## src/rtl/life_xfer_seq.sv

```systemverilog
module life_xfer_seq #(
  parameter int unsigned ST_W  = 7,
  parameter int unsigned ERR_W = 3
) (
  input  logic             clk_i,
  input  logic             rst_ni,
  input  logic             trans_req_i,
  input  logic             scrap_req_i,
  input  logic             wipe_mode_i,
  input  logic             cnt_max_i,
  input  logic             prog_ack_i,
  input  logic             prog_err_i,
  input  logic             trans_ok_i,
  input  logic             hash_valid_i,
  input  logic             hash_err_i,
  input  logic             tok_match_a_i,
  input  logic             tok_match_b_i,
  input  logic             esc_a_i,
  input  logic             esc_b_i,
  output logic [ST_W-1:0]  state_o,
  output logic [ERR_W-1:0] err_o,
  output logic             clk_sel_o,
  output logic             prog_req_o,
  output logic             prog_sel_o,
  output logic             hash_req_o,
  output logic             wipe_req_o
);

  function automatic logic [6:0] sparse_code(input logic [3:0] d);
    return {d, d[1] ^ d[2] ^ d[3], d[0] ^ d[2] ^ d[3], d[0] ^ d[1] ^ d[3]};
  endfunction

  localparam logic [ST_W-1:0] S_RESET = sparse_code(4'd1);
  localparam logic [ST_W-1:0] S_IDLE  = sparse_code(4'd2);
  localparam logic [ST_W-1:0] S_CLK   = sparse_code(4'd3);
  localparam logic [ST_W-1:0] S_CINC  = sparse_code(4'd4);
  localparam logic [ST_W-1:0] S_CPRG  = sparse_code(4'd5);
  localparam logic [ST_W-1:0] S_CHK   = sparse_code(4'd6);
  localparam logic [ST_W-1:0] S_HASH  = sparse_code(4'd7);
  localparam logic [ST_W-1:0] S_WIPE  = sparse_code(4'd8);
  localparam logic [ST_W-1:0] S_TOKA  = sparse_code(4'd9);
  localparam logic [ST_W-1:0] S_TOKB  = sparse_code(4'd10);
  localparam logic [ST_W-1:0] S_SPRG  = sparse_code(4'd11);
  localparam logic [ST_W-1:0] S_POST  = sparse_code(4'd12);
  localparam logic [ST_W-1:0] S_SCRAP = sparse_code(4'd13);
  localparam logic [ST_W-1:0] S_ESC   = sparse_code(4'd14);
  localparam logic [ST_W-1:0] S_INV   = sparse_code(4'd15);

  logic [ST_W-1:0]  st_q, st_d;
  logic [ERR_W-1:0] err_q, fail_code;
  logic             clk_sel_q;
  logic             esc;

  assign esc = esc_a_i | esc_b_i;

  always_comb begin
    st_d      = st_q;
    fail_code = '0;
    case (st_q)
      S_RESET: st_d = S_IDLE;
      S_IDLE: begin
        if (scrap_req_i)      st_d = S_SCRAP;
        else if (trans_req_i) st_d = S_CLK;
      end
      S_CLK: st_d = S_CINC;
      S_CINC: begin
        if (cnt_max_i) begin st_d = S_POST; fail_code = 3'd1; end
        else                 st_d = S_CPRG;
      end
      S_CPRG: begin
        if (prog_ack_i) begin
          if (prog_err_i) begin st_d = S_POST; fail_code = 3'd2; end
          else                  st_d = S_CHK;
        end
      end
      S_CHK: begin
        if (trans_ok_i) st_d = S_HASH;
        else begin st_d = S_POST; fail_code = 3'd3; end
      end
      S_HASH: begin
        if (hash_valid_i) begin
          if (hash_err_i)       begin st_d = S_POST; fail_code = 3'd4; end
          else if (wipe_mode_i) st_d = S_WIPE;
          else                  st_d = S_TOKA;
        end
      end
      S_WIPE: st_d = S_TOKA;
      S_TOKA: begin
        if (tok_match_a_i) st_d = S_TOKB;
        else begin st_d = S_POST; fail_code = 3'd5; end
      end
      S_TOKB: begin
        if (tok_match_b_i) st_d = S_SPRG;
        else begin st_d = S_POST; fail_code = 3'd6; end
      end
      S_SPRG: begin
        if (prog_ack_i) begin
          st_d = S_POST;
          if (prog_err_i) fail_code = 3'd7;
        end
      end
      S_POST, S_SCRAP, S_ESC, S_INV: st_d = st_q;
      default: st_d = S_INV;
    endcase
    if (esc) begin
      st_d      = S_ESC;
      fail_code = '0;
    end
  end

  always_ff @(posedge clk_i or negedge rst_ni) begin
    if (!rst_ni) begin
      st_q      <= S_RESET;
      err_q     <= '0;
      clk_sel_q <= 1'b0;
    end else begin
      st_q <= st_d;
      if (fail_code != '0) err_q <= fail_code;
      if (st_q == S_CLK) clk_sel_q <= 1'b1;
    end
  end

  assign state_o    = st_q;
  assign err_o      = err_q;
  assign clk_sel_o  = clk_sel_q;
  assign prog_req_o = (st_q == S_CPRG) || (st_q == S_SPRG);
  assign prog_sel_o = (st_q == S_SPRG);
  assign hash_req_o = (st_q == S_HASH);
  assign wipe_req_o = (st_q == S_WIPE);

endmodule

```

## config.mk

```make
export PLATFORM = sky130hd
export DESIGN_NAME = life_xfer_seq
export DESIGN_NICKNAME = d
export VERILOG_FILES = /design/src/rtl/life_xfer_seq.sv
export SDC_FILE = /design/constraint.sdc
export NUM_CORES = 1
export LEC_CHECK = 0
export ABC_AREA = 1
export BUFFER_PORTS_ARGS = -buffer_cell sky130_fd_sc_hd__buf_2
export CAP_MARGIN = 15
export CORE_MARGIN = 2
export CORE_UTILIZATION = 45
export CTS_CLUSTER_SIZE = 30
export DETAILED_ROUTE_END_ITERATION = 7
export GPL_TIMING_DRIVEN = 0
export PLACE_DENSITY = 0.7
export RECOVER_POWER = 25
export REMOVE_ABC_BUFFERS = 1
export SLEW_MARGIN = 20
export SYNTH_ARGS = -nofsm -noshare
export SYNTH_HDL_FRONTEND = slang
export SYNTH_SLANG_ARGS = --single-unit
```

## constraint.sdc

```tcl
create_clock -name clk_i -period 4.7 [get_ports clk_i]
set_input_delay 0.47 -clock clk_i [delete_from_list [all_inputs] [get_ports clk_i]]
set_output_delay 0.47 -clock clk_i [all_outputs]
set_load 0.02 [all_outputs]
```

; ---- Yosys cells after proc, flatten, opt, wreduce, memory -nomap -nowiden
; Index checks and enable logic that the tools add are counted.
; Widths: inputs -> output; s select.
[word_totals]
ff_bits = 11
latch_bits = 0
ram_bits = 0
romBits = 0
input_bits = 15
word_cells = 54
mem_count = 0
[op_classes]
addsub = 0
mul = 0
n_div = 0
n_lt_le_gt_ge = 0
eq_ne = 20
n_shift = 0
muxes = 26
n_bitwise = 1
n_reduce_logical = 4
[op_table]
columns = op, count
row1 = $pmux 7 s12, 1
row2 = $mux 7, 9
row3 = $eq 7x7->1 const B, 8
row4 = $eq 7x6->1 const B, 4
row5 = $mux 3, 7
row6 = $pmux 3 s7, 1
row7 = $mux 6, 3
row8 = $eq 7x5->1 const B, 2
row9 = $eq 7x4->1 const B, 1
row10 = $mux 2, 3
row11 = $ne 3x2->1 const B, 2
row12 = $reduce_and 5->1, 1
row13 = $mux 4, 1
row14 = $ne 4x4->1 const B, 1
row15 = $reduce_or 4->1, 1
row16 = $ne 3x3->1 const B, 1
row17 = $reduce_bool 3->1, 1
row18 = $ne 2x2->1 const B, 1
row19 = $logic_or 1x1->1, 1
row20 = $mux 1, 1
row21 = $or 1x1->1, 1

; ---- Logic depth before layout (Yosys ltp)
; Gate-level depths: netlist of the first run.
[depth]
word_depth = 5
mapped_depth = 11
depth_no_buf = 11

; ---- Worst setup path after synthesis of the first run
; No wires, ideal clock.
[synth_path]
path_kind = reg-to-output
start = reg st_q[3], in the netlist state_o[3]
end = out hash_req_o
arrival_time_ps = 1185
required_time_ps = 4230
setup_slack_ps = 3045
stages_incl_launch_ff = 5
path_buffers = 0
path_cell_list = dfstp_2 > nand2_2 > nor2_1 > nand2_1 > inv_1
[synth_between]
elab_chain_cells = 1
[synth_rtl]
columns = element, line_no
row1 = "start, declared", 49  ; logic [ST_W-1:0] st_q, st_d;
row2 = "start signal, assigned", 117  ; st_q <= st_d;
row3 = $eq 7x6->1, 128  ; assign hash_req_o = (st_q == S_HASH);
row4 = "end, declared", 25  ; output logic hash_req_o,
; Every way passes these cells.

; ---- Worst setup path after layout of the first run
; Same ends and word-level chain as after synthesis.

==> metrics, run 1 <==
Critical Path RT 4.23 ns; CTS clk-pin slew, worst paths 0.07 ns; Root Buffer clkbuf_4; Synth Flop Type dfrtp_1; vias per cell ~5.1; Peak Freq 469 MHz; Post-synth top cells nand2_1 (64), nor2_1 (31), inv_1 (28); reg2reg setup slack 2.95 ns; post-synthesis simple-gate area fraction 0.600; Synth Area in Adders 0; core area 2480 µm²; r2r endpoint state_o[5]; synth top area cells nand2_1 (21%), dfrtp_1 (17%), nand3_1 (10%); CTS Buf Count 3; Final ANT Viol Nets 0; via count between 1000 and 1500; Avg Cell Area, Syn 5.83 µm²; Fin. Hold Viols 0; Tmin final 2.13 ns; Max Cap Viol 0; first-pass GRT wire length 4920 µm; post-synthesis cell area approximately 1200 µm²; Sink Count 11; CTS Buffer Depth 2; number of synthesized flops with an enable pin 0; IO Port Bufs 29; Comb power frac 0.519; CP max stage delay ~0.60 ns; total track usage 0.230; Setup TNS Final 0 ns; met2 Resource Use GR 0.345; XOR/XNOR share of the synthesized area 0; run status completed; CP Class reg -> out; Max IR drop VDD around 0.00037 V; hpwl dp 2610 µm; reg2reg start state_o[3]; Initial Utilization 0.473; RSZ-0062 raised after global routing false; Post-CTS Hold Fix Bufs 0; M3 GR Usage 0.0484; top-area cell type share of the netlist area 0.205; vias in the first global route 1083; final setup vio count 0; initial DRC count 37; layout cells sized above 1 0.229; LEAKAGE 0.868 nW; WP buf/inv 2; crit path capture type primary output; Crit path arrival time 1.66 ns; minimum hold slack 0.157 ns; Die Height about 55 µm; clock group share of total power 0.134; max-slew violations 0; die area 3030 µm²; WL per Instance ~12 µm; Int Power 0.000232 W; critical path cell sequence nand2_2 -> nor2_1 -> nand2_1 -> inv_1 -> buf_2; Synth area leader nand2_1; pin count of the biggest net entering global routing 17; switching power 0.000235 W; Hold Crit Class in -> async; sw frac 0.503; post-synthesis sequential area ratio 0.238; I/O Pins 30; fin crit share 0.454; PD cells roughly 350 nW/µm²; reg2reg path depth 9; # DRC 0; Max transition margin 0.334; CP Launch Type flip-flop; CP max-delay cell dfstp_2; Yosys cell types 25; fraction of registers with async set/reset 1.00; Clock H-tree levels 1; post-synthesis compound-gate area fraction 0.0395; most used routing layer met2; Synth Register Bits 11; Pre-antenna DRT Iters 4; final net count 247; CTS tree done; Die Width 55.0 µm; synth warn 0; worst skew pair latency 0.26 ns; Antenna diodes 0; clock skew 0.00538 ns; area grow syn2layout 15.2%; initial antenna violation count 0; Cells after Synth ~200; Routed Wire Length 3120 µm; largest family of logic cells by synthesized area simple AND/OR/NAND/NOR gates; GP Congestion 0.920; Congestion Overflow GR 0; # rows 18; critical path's top delay family flip-flops; most frequent cell after synthesis nand2_1; mux cell area share after synthesis 0; met1 GRT Util 0.341; worst slew pin tran about 1 ns; setup bufs post-CTS 0; sequential share of power 0.347; crit path max fanout 7; post-CTS sizing 0
-- layer usage --
metal,share of wire,vias up,routed length [µm]
met2,0.43,50,1350
met4,0.012,0,38
li1,-,686,-
met5,0,-,0
met3,0.077,6,241
met1,0.48,578,1480
-- area by class of cell --
cell class	count	area, µm²
Tap cell	30	37.5
Inverter	30	113
Fill cell	286	1130
Timing Repair Buffer	29	144
Multi-Input combinational cell	157	749
Clock buffer	4	26.3
Sequential cell	11	279
-- placed cells by master, fill, tap and decap left out, types with 3 or more instances in the layout --
cell,Yosys,final
dfstp_2,3,3
buf_2,0,28
nand3b_1,4,4
nor3_1,3,3
nand2_1,64,64
nand2_2,6,6
clkbuf_4,0,3
inv_1,28,28
nor2_1,31,31
dfrtp_1,8,8
nand3_1,24,24
nand3_2,4,4
o21ai_0,5,5
nand4_1,4,4
-- worst max-delay path by stage --
stage	depth (start not counted)	start	to
after floorplan	4	state_o[3]	hash_req_o
after global placement	5	esc_b_i	err_o[1]
after detailed placement	5	esc_b_i	err_o[1]
after CTS	5	state_o[3]	hash_req_o
after global routing	5	state_o[3]	hash_req_o
final	5	state_o[3]	hash_req_o
-- worst register-to-register path, cell delays in order (launching register included) --
cell	delay (ns)
dfstp_2	0.60
nand2_1	0.12
inv_1	0.15
nand3_4	0.13
nand2_4	0.08
nand2_2	0.05
nand2_2	0.08
or2_1	0.26
nand3_1	0.13
nand2_1	0.10
-- flip-flops by register name, summed over array words and instances, names as in the netlist --
register	flops
err_o	3
clk_sel_o	1
state_o	7
-- cell families (layout without fill, tap and decap cells) --
group                  Yosys count  in the layout
flip-flops                      11             11
AND/OR/NAND/NOR                149            149
buffers and inverters           33             63
AO/OA/AOI/OAI                    8              8
-- through the flow --
stage / setup WS (ns) / cells / total power (W) / cell area, µm² / utilization
5_1_grt: 2.51 / 261 / 0.000506 / 1350 / 0.544
4_1_cts: 2.59 / 261 / 0.000467 / 1350 / 0.545
6_report: 2.57 / 261 / 0.000467 / 1350 / 0.544
3_3_place_gp: 2.58 / 257 / 0.000404 / 1320 / 0.534
2_1_floorplan: 3.04 / 198 / 0.000336 / 1140 / -
3_5_place_dp: 2.56 / 257 / 0.000404 / 1320 / 0.534
-- power groups by stage --
stage	Sequential, W	Combinational [W]	Clock (W)
finish	0.000162	0.000242	0.0000626
CTS	0.000162	0.000241	0.0000638
global route	0.000166	0.000271	0.0000687
global placement	0.000163	0.000240	0
detailed placement	0.000164	0.000240	0
floorplan	0.000182	0.000154	0
(Power assumes the default switching activity.)
==> run 2: changes to the inputs <==
- clock period: 4.7 -> 2.2 ns (I/O delays scaled with it)
==> run 2 against run 1 <==
  * Clock skew is 0.0027 ns lower
  * Combinational power is 120% higher
  * Wire length is 0.90% higher
  * Largest cell class unchanged
==> metrics, run 2 (synthesis gave the netlist of run 1 again) <==
LEAKAGE 0.872 nW (+0.48%); Congestion Overflow GR 0 (unchanged); WP buf/inv 2 (unchanged); Critical Path RT 1.98 ns (-2.25 ns); Root Buffer clkbuf_4; # DRC 0 (unchanged); CP max-delay cell dfstp_2; worst slew pin tran 1.01 ns (+0.0116 ns); max layer used met4; CP Class reg -> out; Max transition margin 0.326 (-0.00778); WL per Instance 12.0 µm (+0.51%); Setup TNS Final 0 ns (unchanged); IO Port Bufs 29 (unchanged); Initial Utilization 0.473 (unchanged); max-slew violations 0 (unchanged); hpwl dp 2610 µm (unchanged); crit path max fanout 7 (unchanged); Max Cap Viol 0 (unchanged); Max IR drop VDD 0.000780 V (+110%); Tmin final 1.87 ns; Antenna diodes 0 (unchanged); most frequent cells in the layout nand2_1 (64), nor2_1 (31), inv_1 (28), buf_2 (28), nand3_1 (24); Die Width 55.0 µm (unchanged); clock skew 0.00269 ns (-0.00269 ns); initial DRC count 40 (+8.1%); final net count 248 (+0.40%); critical path cell sequence nand2_2 -> nor2_1 -> nand2_1 -> inv_1 -> buf_2; final std cells w/o fill 262 (+0.38%); Sink Count 11 (unchanged); Routed Wire Length 3140 µm (+0.90%); CTS Buffer Depth 2 (unchanged); post-CTS sizing 0 (unchanged); Inst Count DP 257 (unchanged); Post-CTS Hold Fix Bufs 1 (+1); vias per cell 5.10 (+0.90%); CP Launch Type flip-flop; total track usage 0.231 (+0.000565); via count 1337 (+1.3%); worst skew pair latency 0.26 ns (about the same); CP max stage delay 0.60 ns (about the same); minimum hold slack 0.417 ns (+0.260 ns); pin count of the biggest net entering global routing 17 (unchanged); CTS tree done; GP Congestion 0.920 (unchanged); RSZ-0062 raised after global routing false; Placed Area 1320 µm² (unchanged); Largest register FFs 7 (unchanged); core area 2480 µm² (unchanged); vias in the first global route 1088 (+0.46%); M1 WL 1500 µm (+1.2%); reg2reg setup slack 0.45 ns (-2.50 ns); CTS clk-pin slew, worst paths 0.07 ns (about the same); met2 WL post-DR 1390 µm (+3.0%); die area 3030 µm² (unchanged); first-pass GRT wire length 4940 µm (+0.43%); run status completed; I/O Pins 30 (unchanged); Total Power 0.000998 W (+110%); Final ANT Viol Nets 0 (unchanged); Hold Crit Class in -> reg; fin crit share 0.851; Peak Freq about 530 MHz; final setup vio count 0 (unchanged); Fin. Hold Viols 0 (unchanged); most common cell after layout, fill and taps aside nand2_1; fin area 1360 µm² (+0.74%); critical path's top delay family flip-flops; setup bufs post-CTS 0 (unchanged); # rows 18 (unchanged); DR WL met3 211 µm (-12%); crit path capture type primary output; CTS Buf Count 3 (unchanged); area grow syn2layout 16.0%; Crit path arrival time 1.65 ns (about the same); PD cells 735 nW/µm² (+110%); Clock H-tree levels 1 (unchanged); Pre-antenna DRT Iters 4 (unchanged); Die Height 55.0 µm (unchanged); layout cells sized above 1 0.228 (-0.000989); initial antenna violation count 0 (unchanged)
run 2: power by group:
group | internal [W] | leakage [nW] | switching (W)
combinational | 0.000163 | 0.733 | 0.000358
sequential | 0.000264 | 0.124 | 0.0000817
clock | 0.0000701 | 0.0150 | 0.0000618
total | 0.000497 | 0.872 | 0.000501
run 2: path summary, 6_finish.rpt:
| kind | end | depth (start not counted) | startpoint |
|---|---|---|---|
| setup / recovery | hash_req_o | 5 | state_o[3] |
| hold / removal | state_o[3] | 7 | prog_ack_i |
| setup reg to reg | err_o[1] | 8 | state_o[3] |
| hold reg to reg | clk_sel_o | 1 | clk_sel_o |
| max in group asynchronous | clk_sel_o | 2 | rst_ni |
| min in group asynchronous | state_o[2] | 2 | rst_ni |
run 2: per-layer routing:
metal,global-route usage,up-vias
met5,0,-
met4,0.0447,0
met3,0.0484,6
met2,0.349,51
met1,0.339,589
li1,-,691
run 2: stage by stage:
stage | setup WS, ns | utilization
after CTS | 0.341 | 0.549
after global placement | 0.329 | 0.534
after global routing | 0.255 | 0.548
after floorplan | 0.565 | -
final | 0.328 | 0.548
after detailed placement | 0.310 | 0.534
run 2: final cells by class:
cell class / count / area, µm²
sequential: 11 / 279
multi-input combinational: 157 / 749
fill: 287 / 1120
tap: 30 / 37.5
timing repair buffer: 30 / 154
inverter: 30 / 113
clock buffer: 4 / 26.3
run 2: tightest hold or removal path, stage by stage:
cell	delay, ns
buf_2	0.10
inv_1	0.05
nand2_2	0.05
nand2_2	0.08
nor3_1	0.07
nand2_1	0.06
nand2_1	0.05
==> run 3: changes to the inputs <==
- CORE_UTILIZATION: 45 -> 53
- PLACE_DENSITY: 0.7 -> 0.8
==> run 3 against run 2 <==
  * Final cell count shrank 0.76%
  * Critical path type unchanged
  * Combinational power fell by 1%
  * Wire length shrank 4.5%
  * Highest routed layer unchanged
  * Sequential power decreased by 1%
  * Critical endpoint unchanged
==> metrics, run 3 (synthesis gave the netlist of run 1 again) <==
most common cell after layout, fill and taps aside nand2_1; CP Class reg -> out; setup bufs post-CTS 0 (unchanged); switching power 0.000501 W (-0.12%); Die Width 51.0 µm (-7.3%); Peak Freq 538 MHz (+0.76%); initial antenna violation count 0 (unchanged); crit path capture type primary output; # DRC 0 (unchanged); layout cells sized above 1 0.233 (+0.00431); fin crit share 0.844 (-0.00645); worst setup margin 0.342 ns (+0.0142 ns); pin count of the biggest net entering global routing 17 (unchanged); Pre-antenna DRT Iters 4 (unchanged); Root Buffer clkbuf_4; # rows 17 (-1); CTS tree done; Die Height 51.0 µm (-7.3%); CTS clk-pin slew, worst paths 0.08 ns (about the same); WL per Instance 11.5 µm (-3.8%); Congestion Overflow GR 0 (unchanged); Placed Area 1320 µm² (-0.19%); CTS Buffer Depth 2 (unchanged); vias in the first global route 1071 (-1.6%); final setup vio count 0 (unchanged); sequential share of power 0.341 (-0.005); GP Congestion 0.999 (+8.6%); CP max stage delay 0.60 ns (about the same); Crit path arrival time 1.64 ns (about the same); post-CTS sizing 0 (unchanged); Sink Count 11 (unchanged); run status completed; final net count 248 (unchanged); die area 2600 µm² (-14%); vias per cell 5.07 (-0.59%); Initial Utilization 0.545 (+0.0724); worst slew pin tran 0.995 ns (-0.0128 ns); Largest register FFs 7 (unchanged); LEAKAGE 0.875 nW (+0.31%); sw frac 0.503 (+0.00100); via count 1319 (-1.3%); Clock H-tree levels 1 (unchanged); Hold Crit Class in -> reg; Routed Wire Length 3000 µm (-4.5%); Antenna diodes 0 (unchanged); CP Launch Type flip-flop; total track usage 0.243 (+0.0122); Comb power frac 0.518 (-0.004); Int Power 0.000494 W (-0.52%); IO Port Bufs 29 (unchanged); Setup TNS Final 0 ns (unchanged); max-slew violations 0 (unchanged); reg2reg setup slack 0.46 ns (about the same); crit path max fanout 7 (unchanged); fin util 0.632 (+0.0834); Tmin final 1.86 ns (-0.0142 ns); RSZ-0062 raised after global routing false; CTS Buf Count 3 (unchanged); CP max-delay cell dfstp_2; Max transition margin 0.334 (+0.00857); worst skew pair latency 0.28 ns (+0.02 ns); hpwl dp 2490 µm (-4.8%); clock skew 0.00959 ns (+0.00690 ns); PD cells 733 nW/µm² (-0.23%); pre-CTS setup slack 0.381 ns (+0.0719 ns); critical path cell sequence nand2_2 -> nor2_1 -> nand2_1 -> inv_1 -> buf_2; Fin. Hold Viols 0 (unchanged); most frequent cells in the layout nand2_1 (64), nor2_1 (31), inv_1 (28), buf_2 (28), nand3_1 (24); fin area 1360 µm² (about the same); core area 2150 µm² (-13%); clock group share of total power 0.141 (+0.009); Post-CTS Hold Fix Bufs 1 (unchanged); Final ANT Viol Nets 0 (unchanged); Max Cap Viol 0 (unchanged); initial DRC count 72 (+80%); area grow syn2layout 15.9% (about the same); minimum hold slack 0.388 ns (-0.0283 ns); Critical Path RT 1.98 ns (about the same); Max IR drop VDD 0.000670 V (-14%); I/O Pins 30 (unchanged); first-pass GRT wire length 4710 µm (-4.8%)
run 3: cell types whose count changed in the layout (fill, tap and decap cells not counted), sizes merged:
| cell | before | now |
|---|---|---|
| clkbuf | 5 | 4 |
| clkinv | 0 | 1 |
run 3: path summary, 6_finish.rpt:
path / from / to / cells past startpoint
max in group asynchronous: rst_ni / err_o[2] / 2
min in group asynchronous: rst_ni / state_o[6] / 2
worst min register to register: clk_sel_o / clk_sel_o / 1
worst max register to register: state_o[1] / err_o[2] / 7
worst min-delay path: trans_ok_i / state_o[4] / 7
worst max-delay path: state_o[3] / hash_req_o / 5
run 3: power by group through the flow:
stage                     logic, W  clock network, W  registers (W)
final                     0.000516          0.000140       0.000340
after CTS                 0.000516          0.000145       0.000340
after detailed placement  0.000513                 0       0.000344
after global routing      0.000581          0.000156       0.000350
after global placement    0.000510                 0       0.000343
after floorplan           0.000329                 0       0.000390
run 3: layout make-up:
class                           count  area (µm²)
Fill cell                         233         791
Multi-Input combinational cell    157         749
Sequential cell                    11         279
Timing Repair Buffer               30         154
Inverter                           30         113
Tap cell                           28        35.0
Clock buffer                        3        22.5
Clock inverter                      1        5.00
run 3: critical path: cells and delay by family (launching register included):
family	cells	cell delay [ns]
DFF	1	0.60
buffers and inverters	2	0.29
and+or+nand+nor	3	0.47
run 3: metrics by stage:
step | std cells | total power (W)
after global placement | 255 | 0.000852
after detailed placement | 255 | 0.000857
after floorplan | 198 | 0.000718
after CTS | 260 | 0.00100
after global routing | 260 | 0.00109
final | 260 | 0.000995
run 3: layer usage:
layer,track usage,wire (µm),up-vias
li1,-,-,688
met1,0.346,1420,584
met2,0.394,1400,45
met3,0.0205,167,2
met4,0.0676,22,0
met5,0,0,-
